--- src/rtl/it_pkg.sv ---
package it_pkg;
  localparam int unsigned NREG      = 6;
  localparam int unsigned OFF_STAT  = 0;
  localparam int unsigned OFF_CTRL  = 1;
  localparam int unsigned OFF_PLO   = 2;
  localparam int unsigned OFF_PHI   = 3;
  localparam int unsigned OFF_SLO   = 4;
  localparam int unsigned OFF_SHI   = 5;
  localparam int unsigned ST_TO     = 0;
  localparam int unsigned ST_RUN    = 1;
  localparam int unsigned CT_IEN    = 0;
  localparam int unsigned CT_CONT   = 1;
  localparam int unsigned CT_START  = 2;
  localparam int unsigned CT_STOP   = 3;
endpackage

--- src/rtl/it_counter.sv ---
module it_counter #(
  parameter int unsigned CNT_W = 32
) (
  input  logic             clk_i,
  input  logic             rst_ni,
  input  logic             run_i,
  input  logic             en_i,
  input  logic             load_i,
  input  logic [CNT_W-1:0] load_val_i,
  input  logic [CNT_W-1:0] reload_val_i,
  output logic [CNT_W-1:0] cnt_o,
  output logic             expire_o
);
  logic tick;
  assign tick     = run_i && en_i;
  assign expire_o = tick && (cnt_o == '0);

  always_ff @(posedge clk_i or negedge rst_ni) begin
    if (!rst_ni)        cnt_o <= '1;
    else if (load_i)    cnt_o <= load_val_i;
    else if (expire_o)  cnt_o <= reload_val_i;
    else if (tick)      cnt_o <= cnt_o - 1'b1;
  end

  // one step down per enabled running cycle
  a_r7_decrement: assert property (@(posedge clk_i) disable iff (!rst_ni)
    tick && !load_i && (cnt_o != '0) |=> cnt_o == $past(cnt_o) - 1'b1);

  // expiry reloads the period
  a_r8_reload: assert property (@(posedge clk_i) disable iff (!rst_ni)
    expire_o && !load_i |=> cnt_o == $past(reload_val_i));

  // stopped counter holds
  a_r7_hold: assert property (@(posedge clk_i) disable iff (!rst_ni)
    !run_i && !load_i |=> $stable(cnt_o));
endmodule

--- src/rtl/it_regs.sv ---
module it_regs
  import it_pkg::*;
#(
  parameter int unsigned CNT_W  = 32,
  parameter int unsigned HALF_W = CNT_W / 2
) (
  input  logic              clk_i,
  input  logic              rst_ni,
  input  logic [NREG-1:0]   sel_i,
  input  logic [CNT_W-1:0]  wdata_i,
  input  logic [CNT_W-1:0]  cnt_i,
  input  logic              expire_i,
  output logic              run_o,
  output logic              to_o,
  output logic              ien_o,
  output logic              cont_o,
  output logic [HALF_W-1:0] plo_o,
  output logic [HALF_W-1:0] phi_o,
  output logic [HALF_W-1:0] slo_o,
  output logic [HALF_W-1:0] shi_o,
  output logic              load_o,
  output logic [CNT_W-1:0]  load_val_o
);
  logic              run_d, to_d;
  logic [HALF_W-1:0] plo_d, phi_d;
  logic              unused_hi;

  assign unused_hi = ^wdata_i[CNT_W-1:HALF_W];

  assign plo_d      = sel_i[OFF_PLO] ? wdata_i[HALF_W-1:0] : plo_o;
  assign phi_d      = sel_i[OFF_PHI] ? wdata_i[HALF_W-1:0] : phi_o;
  assign load_o     = sel_i[OFF_PLO] || sel_i[OFF_PHI];
  assign load_val_o = {phi_d, plo_d};

  always_comb begin
    to_d = to_o;
    if (sel_i[OFF_STAT]) to_d = 1'b0;
    if (expire_i)        to_d = 1'b1;
  end

  always_comb begin
    run_d = run_o;
    if (expire_i && !cont_o) run_d = 1'b0;
    if (sel_i[OFF_CTRL]) begin
      if (wdata_i[CT_STOP])                 run_d = 1'b0;
      else if (wdata_i[CT_START] && !run_o) run_d = 1'b1;
    end
    if (load_o) run_d = 1'b0;
  end

  always_ff @(posedge clk_i or negedge rst_ni) begin
    if (!rst_ni) begin
      run_o  <= 1'b0;
      to_o   <= 1'b0;
      ien_o  <= 1'b0;
      cont_o <= 1'b0;
      plo_o  <= '0;
      phi_o  <= '0;
      slo_o  <= '0;
      shi_o  <= '0;
    end else begin
      run_o <= run_d;
      to_o  <= to_d;
      plo_o <= plo_d;
      phi_o <= phi_d;
      if (sel_i[OFF_CTRL]) begin
        ien_o  <= wdata_i[CT_IEN];
        cont_o <= wdata_i[CT_CONT];
      end
      if (sel_i[OFF_SLO] || sel_i[OFF_SHI]) begin
        slo_o <= cnt_i[HALF_W-1:0];
        shi_o <= cnt_i[CNT_W-1:HALF_W];
      end
    end
  end

  a_r4_stop: assert property (@(posedge clk_i) disable iff (!rst_ni)
    sel_i[OFF_CTRL] && wdata_i[CT_STOP] |=> !run_o);

  a_r5_clear: assert property (@(posedge clk_i) disable iff (!rst_ni)
    sel_i[OFF_STAT] && !expire_i |=> !to_o);

  a_r8_set_to: assert property (@(posedge clk_i) disable iff (!rst_ni)
    expire_i |=> to_o);

  a_r8_oneshot: assert property (@(posedge clk_i) disable iff (!rst_ni)
    expire_i && !cont_o |=> !run_o);

  a_r6_period_stops: assert property (@(posedge clk_i) disable iff (!rst_ni)
    load_o |=> !run_o);

  a_r9_snapshot: assert property (@(posedge clk_i) disable iff (!rst_ni)
    sel_i[OFF_SLO] || sel_i[OFF_SHI] |=> {shi_o, slo_o} == $past(cnt_i));
endmodule

--- src/rtl/it_rdmux.sv ---
module it_rdmux
  import it_pkg::*;
#(
  parameter int unsigned CNT_W  = 32,
  parameter int unsigned HALF_W = CNT_W / 2,
  parameter int unsigned AW     = 4
) (
  input  logic [AW-1:0]     addr_i,
  input  logic              run_i,
  input  logic              to_i,
  input  logic              ien_i,
  input  logic              cont_i,
  input  logic [HALF_W-1:0] plo_i,
  input  logic [HALF_W-1:0] phi_i,
  input  logic [HALF_W-1:0] slo_i,
  input  logic [HALF_W-1:0] shi_i,
  output logic [CNT_W-1:0]  rdata_o
);
  always_comb begin
    rdata_o = '0;
    if (addr_i == AW'(OFF_STAT)) begin
      rdata_o[ST_TO]  = to_i;
      rdata_o[ST_RUN] = run_i;
    end else if (addr_i == AW'(OFF_CTRL)) begin
      rdata_o[CT_IEN]  = ien_i;
      rdata_o[CT_CONT] = cont_i;
    end
    else if (addr_i == AW'(OFF_PLO)) rdata_o[HALF_W-1:0] = plo_i;
    else if (addr_i == AW'(OFF_PHI)) rdata_o[HALF_W-1:0] = phi_i;
    else if (addr_i == AW'(OFF_SLO)) rdata_o[HALF_W-1:0] = slo_i;
    else if (addr_i == AW'(OFF_SHI)) rdata_o[HALF_W-1:0] = shi_i;
  end
endmodule

--- src/rtl/interval_timer.sv ---
module interval_timer
  import it_pkg::*;
#(
  parameter int unsigned CNT_W = 32,
  parameter int unsigned AW    = 4
) (
  input  logic             clk_i,
  input  logic             rst_ni,
  input  logic             cnt_en_i,
  input  logic             wr_i,
  input  logic [AW-1:0]    addr_i,
  input  logic [CNT_W-1:0] wdata_i,
  output logic [CNT_W-1:0] rdata_o,
  output logic             irq_o
);
  localparam int unsigned HALF_W = CNT_W / 2;

  logic [NREG-1:0]   sel;
  logic              run, to, ien, cont, expire, load;
  logic [HALF_W-1:0] plo, phi, slo, shi;
  logic [CNT_W-1:0]  cnt, load_val;

  for (genvar k = 0; k < NREG; k++) begin : g_dec
    assign sel[k] = wr_i && (addr_i == AW'(k));
  end

  it_counter #(.CNT_W(CNT_W)) u_cnt (
    .clk_i(clk_i), .rst_ni(rst_ni), .run_i(run), .en_i(cnt_en_i),
    .load_i(load), .load_val_i(load_val), .reload_val_i({phi, plo}),
    .cnt_o(cnt), .expire_o(expire)
  );

  it_regs #(.CNT_W(CNT_W), .HALF_W(HALF_W)) u_regs (
    .clk_i(clk_i), .rst_ni(rst_ni), .sel_i(sel), .wdata_i(wdata_i),
    .cnt_i(cnt), .expire_i(expire), .run_o(run), .to_o(to),
    .ien_o(ien), .cont_o(cont), .plo_o(plo), .phi_o(phi),
    .slo_o(slo), .shi_o(shi), .load_o(load), .load_val_o(load_val)
  );

  it_rdmux #(.CNT_W(CNT_W), .HALF_W(HALF_W), .AW(AW)) u_rd (
    .addr_i(addr_i), .run_i(run), .to_i(to), .ien_i(ien), .cont_i(cont),
    .plo_i(plo), .phi_i(phi), .slo_i(slo), .shi_i(shi), .rdata_o(rdata_o)
  );

  assign irq_o = to && ien;

  // a set flag with enable raises the line in the following cycle
  a_r10_irq_follows: assert property (@(posedge clk_i) disable iff (!rst_ni)
    expire && ien && !(wr_i && addr_i == AW'(OFF_CTRL)) |=> irq_o);
endmodule

--- config.mk ---
export PLATFORM = sky130hd
export DESIGN_NAME = interval_timer
export DESIGN_NICKNAME = d
export VERILOG_FILES = /design/src/rtl/it_pkg.sv /design/src/rtl/it_counter.sv /design/src/rtl/it_regs.sv /design/src/rtl/it_rdmux.sv /design/src/rtl/interval_timer.sv
export SDC_FILE = /design/constraint.sdc
export NUM_CORES = 1
export LEC_CHECK = 0
export BUFFER_PORTS_ARGS = -buffer_cell sky130_fd_sc_hd__buf_2
export CORE_MARGIN = 3
export CORE_UTILIZATION = 59
export DETAILED_ROUTE_END_ITERATION = 16
export PLACE_DENSITY = 0.91
export SYNTH_ARGS = -nofsm -noshare
export SYNTH_HDL_FRONTEND = slang
export SYNTH_SLANG_ARGS = --single-unit
--- constraint.sdc ---
create_clock -name clk_i -period 4.1 [get_ports clk_i]
set_clock_uncertainty 0.2 [all_clocks]
set_input_delay 0.41 -clock clk_i [delete_from_list [all_inputs] [get_ports clk_i]]
set_output_delay 0.41 -clock clk_i [all_outputs]
set_load 0.005 [all_outputs]
### Word-level counts from Yosys, hierarchy flattened

Index checks and enable logic that the tools add are counted.

| operators by class | value |
|---|---|
| $add $sub $neg | 1 |
| reduce and logical (&&, ||, !) cells | 19 |
| equality and inequality tests | 5 |
| multiplexer cells | 20 |

Operators with widths:

| kind | count |
|---|---|
| 16-bit 2-to-1 mux | 6 |
| 32-bit 2-to-1 mux | 3 |
| 32-bit logical NOT | 1 |
| 32-bit by 1-bit subtractor with 32-bit output, second input constant | 1 |
| 14-bit 2-to-1 mux | 2 |
| 1-bit logical AND | 11 |
| 4-bit by 2-bit equality test with 1-bit output, second input constant | 2 |
| 4-bit by 3-bit equality test with 1-bit output, second input constant | 2 |
| 1-bit 2-to-1 mux | 7 |
| 4-bit by 1-bit equality test with 1-bit output, second input constant | 1 |
| 4-bit logical NOT | 1 |
| 2-bit 2-to-1 mux | 2 |
| 3-bit nonzero test | 1 |
| 1-bit logical NOT | 2 |
| 1-bit logical OR | 2 |
| 2-bit nonzero test | 1 |

| word-level totals | value |
|---|---|
| logic and storage cells | 54 |
| register bits after elaboration | 100 |
| bits of input ports | 40 |

### Depth between registers and ports, before layout

| depth | value |
|---|---|
| depth in word-level cells | 8 |
| gate-level depth with buffers | 9 |
| gate-level depth less buffers | 7 |

### Modules after synthesis

Synthesis repeated with hierarchy kept, for this count alone.

| unflattened totals | value |
|---|---|
| cells, all modules | 564 |
| area, all modules | 5841.9 um^2 |

Modules (own cells, without submodules):

| module | area each (um^2) | times used | cells each |
|---|---|---|---|
| it_regs | 2596.2 | 1 | 150 |
| it_counter | 2418.6 | 1 | 289 |
| it_rdmux | 760.7 | 1 | 113 |
| interval_timer | 66.3 | 1 | 12 |

### Worst setup path after synthesis

OpenSTA, ideal clock, no wires.

| timing path | value |
|---|---|
| path type | flip-flop to flip-flop |
| start | register u_cnt.cnt_o[26] |
| end | register u_cnt.cnt_o[17] |
| setup time | 101 ps |
| cell stages (with the launch flop) | 9 |
| data required time | 3799 ps |
| setup slack | 1270 ps |
| arrival time | 2529 ps |
| path through | dfstp_2 or4_1 buf_2 or4_4 or4_4 buf_6 buf_8 nor3_2 a311oi_2 |

| between the ends | value |
|---|---|
| longest elaborated chain between the ends | 4 |
| elaborated cells on any way between the ends | 5 |
| those cells by class | mux: 2; reduce/logical: 3 |

RTL lines:

| element | line | RTL |
|---|---|---|
| from (decl) | it_counter.sv:11 | `output logic [CNT_W-1:0] cnt_o,` |
| from (signal assigned) | it_counter.sv:20 | `else if (load_i) cnt_o <= load_val_i;` |
| from (signal assigned) | it_counter.sv:21 | `else if (expire_o) cnt_o <= reload_val_i;` |
| from (signal assigned) | it_counter.sv:22 | `else if (tick) cnt_o <= cnt_o - 1'b1;` |
| 32-bit logical NOT (*) | it_counter.sv:16 | `assign expire_o = tick && (cnt_o == '0);` |
| 1-bit logical AND (*) | it_counter.sv:16 |  |
| 32-bit 2-to-1 mux | it_counter.sv:21 |  |
| 32-bit 2-to-1 mux | it_counter.sv:20 |  |

Every way passes the cells marked *; elsewhere a longest branch is shown, timed or not.
A chain may end at the register's enable or synchronous reset.

### Worst setup path after layout

| timing path | value |
|---|---|
| start | register u_cnt.cnt_o[6] |
| end | register u_cnt.cnt_o[23] |

| between the ends | value |
|---|---|
| longest elaborated chain between the ends | 4 |
| elaborated cells on any way between the ends | 7 |
| those cells by class | add/sub: 1; mux: 3; reduce/logical: 3 |

RTL lines:

| element | line |
|---|---|
| 32-bit by 1-bit subtractor with 32-bit output or 32-bit logical NOT (tied branches) | it_counter.sv:22, it_counter.sv:16 |
| 32-bit 2-to-1 mux or 1-bit logical AND (tied branches) | it_counter.sv:22, it_counter.sv:16 |
| 32-bit 2-to-1 mux | it_counter.sv:21 |
| 32-bit 2-to-1 mux | it_counter.sv:20 |

Parallel ways exist; a longest one is shown, timed or not. The select of a mux whose other input is x is not followed.

==> reports/qor.yml <==
floorplan:
  fp-row-count: 35
  initial_core_util_pct: 62.3
  core_mm2: 0.00946
  die_area_mm2: 0.0112
  die_w_um: 106
  io_pins: 73
  die_height_um: 106
placed_design:
  placedCellCount: 693
  dp_hpwl_um: 9890
  io_buffers: 40
  routabilityCongestion: 0.882
global_route:
  met1_usage_pct: 34.8
  grt_overflow_total: 0
  grt_use_met2_pct: 43.7
  met3_usage_pct: 6.19
  grt-busiest-layer: "met2"
  grt_pass1_wl_um: 23800
  grt_usage_pct: 26.6
  grt_pass1_vias: 4676
  antenna_found_initial: 0
  grt_max_degree: 47
logic_synthesis:
  synth_seq_cells: 100
  yosysWarnings: 0
  synthesis.area_mm2: 0.00589
  yosys-top-cells-area: "dfrtp_1 (29%), dfstp_2 (14%), mux2_2 (13%)"
  seq_area_frac_synth_pct: 43.2
  ys_types: 55
  syn_avg_cell_area_um2: 10.7
  synth.top_cell.area_share_pct: 28.9
  syn_inst: 550
  yosysTopAreaCell: "dfrtp_1"
final_layout:
  fillCellCount: 711
  n_antenna_cell: 0
  regArea_mm2: 0.00254
  drive_above_1_share_pct: 31.5
  multi_input_area_mm2: 0.00310
  finalNetCount: 617
  syn_to_final_growth_pct: 8.56
  fin_cells: 710
clock_network:
  cts.sinks: 100
  root_buffer: "clkbuf_8"
  cts.reportedPaths.clkPinSlew_ps: 100
  cts_resized: 0
  clock_path_buffers: 2
  insertion_delay_ps: 370
  cts_inserted_buffers: 9
  htreeDepth: 3
  post_cts_buffers: 0
  cts_tree: "built"
setup_path:
  r2r_start: "u_cnt.cnt_o[6]"
  cp.arrival_ps: 3360
  cp-start-kind: "register"
  worstSetupStartpoint: "u_cnt.cnt_o[6]"
  cp_data_required_time_ps: 4190
  cpMostUsedCell: "or4_1"
  cp-end-kind: "register"
  path_max_fanout: 15
  max_stage_delay_ps: 970
  worstPathCellList: "or4_1 -> or3_1 -> or4_1 -> o21ai_0 -> o31ai_1"
  critPathSlowestCell: "or4_1"
  critPathKind: "register to register"
drt:
  routed-via-count: 4642
  wl_per_cell_um: 20.6
  drc: 0
  drt_iter0_markers: 434
  postRouteAntennaNets: 0
  avgViaCountPerCell: 6.54
  dr.pass1.iters: 5
  wl_um: 14600
timing:
  worst_pin_slew_ps: 934
  post-route-period-util_pct: 79.6
  setup_viol: 0
  slew_violations: 0
  period_needed_ps: 3260
  fmax_ghz: 0.306
  rsz0062_at_grt: "no"
  final_hold_viol_count: 0
  slew_headroom_pct: 37.7
  setup_tns_ps: 0
power:
  finalPower_mw: 3.77
  switching_power_mw: 1.30
  comb_power_share_pct: 29.8
  irDropWorstVdd_v: 0.000377
  p_int_mw: 2.47
  clock_power_share_pct: 21.5
  power.density_mw_per_mm2: 590
  p_leak_nw: 2.76
  power_frac_seq_pct: 48.7
  swShare_pct: 34.6
min_path:
  hold_class: "primary input to register"
  min-delay-start: "wdata_i[11]"
run:
  drv_cap: 0
status:
  status: "completed"
-- worst max-delay path: cells and delay by family, from the launching register on --
family	cells	cell delay [ps]
and+or+nand+nor	3	2120
AOI/OAI and AO/OA	2	440
DFF	1	410
-- stage by stage --
stage	util [%]	area, um2	setup slack, ps	hold slack (ps)
floorplan	-	5950	1270	-85.6
finish	67.6	6390	837	110
global placement	64.7	6120	953	242
CTS	67.6	6390	863	96.9
detailed placement	64.7	6120	876	246
global route	67.6	6390	731	93.7
-- layout make-up --
cell class,instances,share of cell area (%)
clock inverter,6,2.13
timing repair buffer,53,4.77
inverter,6,0.352
multi-input combinational,406,48.5
sequential,100,39.8
clock buffer,10,2.00
tap,129,2.52
-- layer usage --
layer | wire length (um) | part of all wire [%]
met1 | 6020 | 41
met2 | 7310 | 50
met3 | 979 | 6.7
met5 | 0 | 0
met4 | 312 | 2.1
-- state kept, by name (all words and copies together) (netlist names) --
| register | count |
|---|---|
| u_regs.slo_o | 16 |
| u_regs.shi_o | 16 |
| u_regs.plo_o | 16 |
| u_regs.to_o | 1 |
| u_regs.cont_o | 1 |
| u_regs.phi_o | 16 |
| u_regs.run_o | 1 |
| u_regs.ien_o | 1 |
| u_cnt.cnt_o | 32 |
-- logic make-up (layout without fill, tap and decap cells) --
logic type | Yosys count | after routing | share of synthesized area [%]
buffers and inverters | 59 | 75 | 5.27
DFF | 100 | 100 | 43.2
other | 1 | 16 | 0.0637
and+or+nand+nor | 130 | 130 | 11.7
AOI/OAI and AO/OA | 102 | 102 | 11.9
xor gates and xnor gates | 19 | 19 | 2.83
adders and majority gates | 1 | 1 | 0.212
muxes | 138 | 138 | 24.9
-- timing repair --
| item | 4_1_cts | 5_1_grt |
|---|---|---|
| endpoints found under the setup margin | 0 | 0 |
| endpoints found under the hold margin | 34 | 0 |
| hold buffers | 1 | 0 |
-- path summary, 6_finish.rpt --
| kind | cells after the start | slack, ps | to |
|---|---|---|---|
| setup / recovery | 5 | 840 | u_cnt.cnt_o[23] |
| hold / removal | 2 | 110 | u_regs.phi_o[11] |
| setup reg to reg | 5 | 840 | u_cnt.cnt_o[23] |
| hold reg to reg | 1 | 310 | u_regs.shi_o[2] |
| max in group asynchronous | 3 | 2450 | u_cnt.cnt_o[3] |
| min in group asynchronous | 2 | 380 | u_regs.shi_o[15] |
-- synthesized netlist by cell type (all sizes together) --
master and n:
a211oi 6, a21oi 7, a311oi 2, a31oi 16, and2 1, and3 2
buf 25, clkbuf 28, conb 1, dfrtp 68, dfstp 32, ha 1
inv 6, mux2 69, mux2i 69, nand2 18, nand2b 2, nand3 13
nand3b 2, nand4 6, nor2 36, nor2b 4, nor3 18, nor3b 1
nor4 11, nor4b 1, o211a 1, o211ai 8, o21a 1, o21ai 28
o21bai 1, o221a 1, o221ai 8, o22ai 14, o311a 1, o31a 2
o31ai 4, o41a 2, or2 1, or3 7, or3b 1, or4 6
xnor2 13, xor2 6
-- cells in the final DEF, fill, tap and decap left out, drive strengths merged, types with 2 or more instances in the layout --
master	synthesis	routed
mux2i	69	69
mux2	69	69
dfrtp	68	68
buf	25	52
nor2	36	36
dfstp	32	32
o21ai	28	28
nor3	18	18
nand2	18	18
a31oi	16	16
conb	1	16
o22ai	14	14
xnor2	13	13
nand3	13	13
nor4	11	11
clkbuf	28	10
o221ai	8	8
o211ai	8	8
a21oi	7	7
or3	7	7
inv	6	6
a211oi	6	6
nand4	6	6
xor2	6	6
or4	6	6
nor2b	4	4
o31ai	4	4
bufinv	0	4
nand2b	2	2
and3	2	2
nand3b	2	2
o31a	2	2
o41a	2	2
a311oi	2	2
-- power groups by stage --
stage                     Clock (mW)  Combinational [mW]  Sequential [mW]
after floorplan                    0               0.906             1.69
after detailed placement           0                1.11             1.84
after global routing           0.863                1.24             1.89
after global placement             0                1.04             1.80
after CTS                      0.820                1.12             1.82
final                          0.809                1.12             1.84
Note: power is estimated with default switching activity, not from simulation.
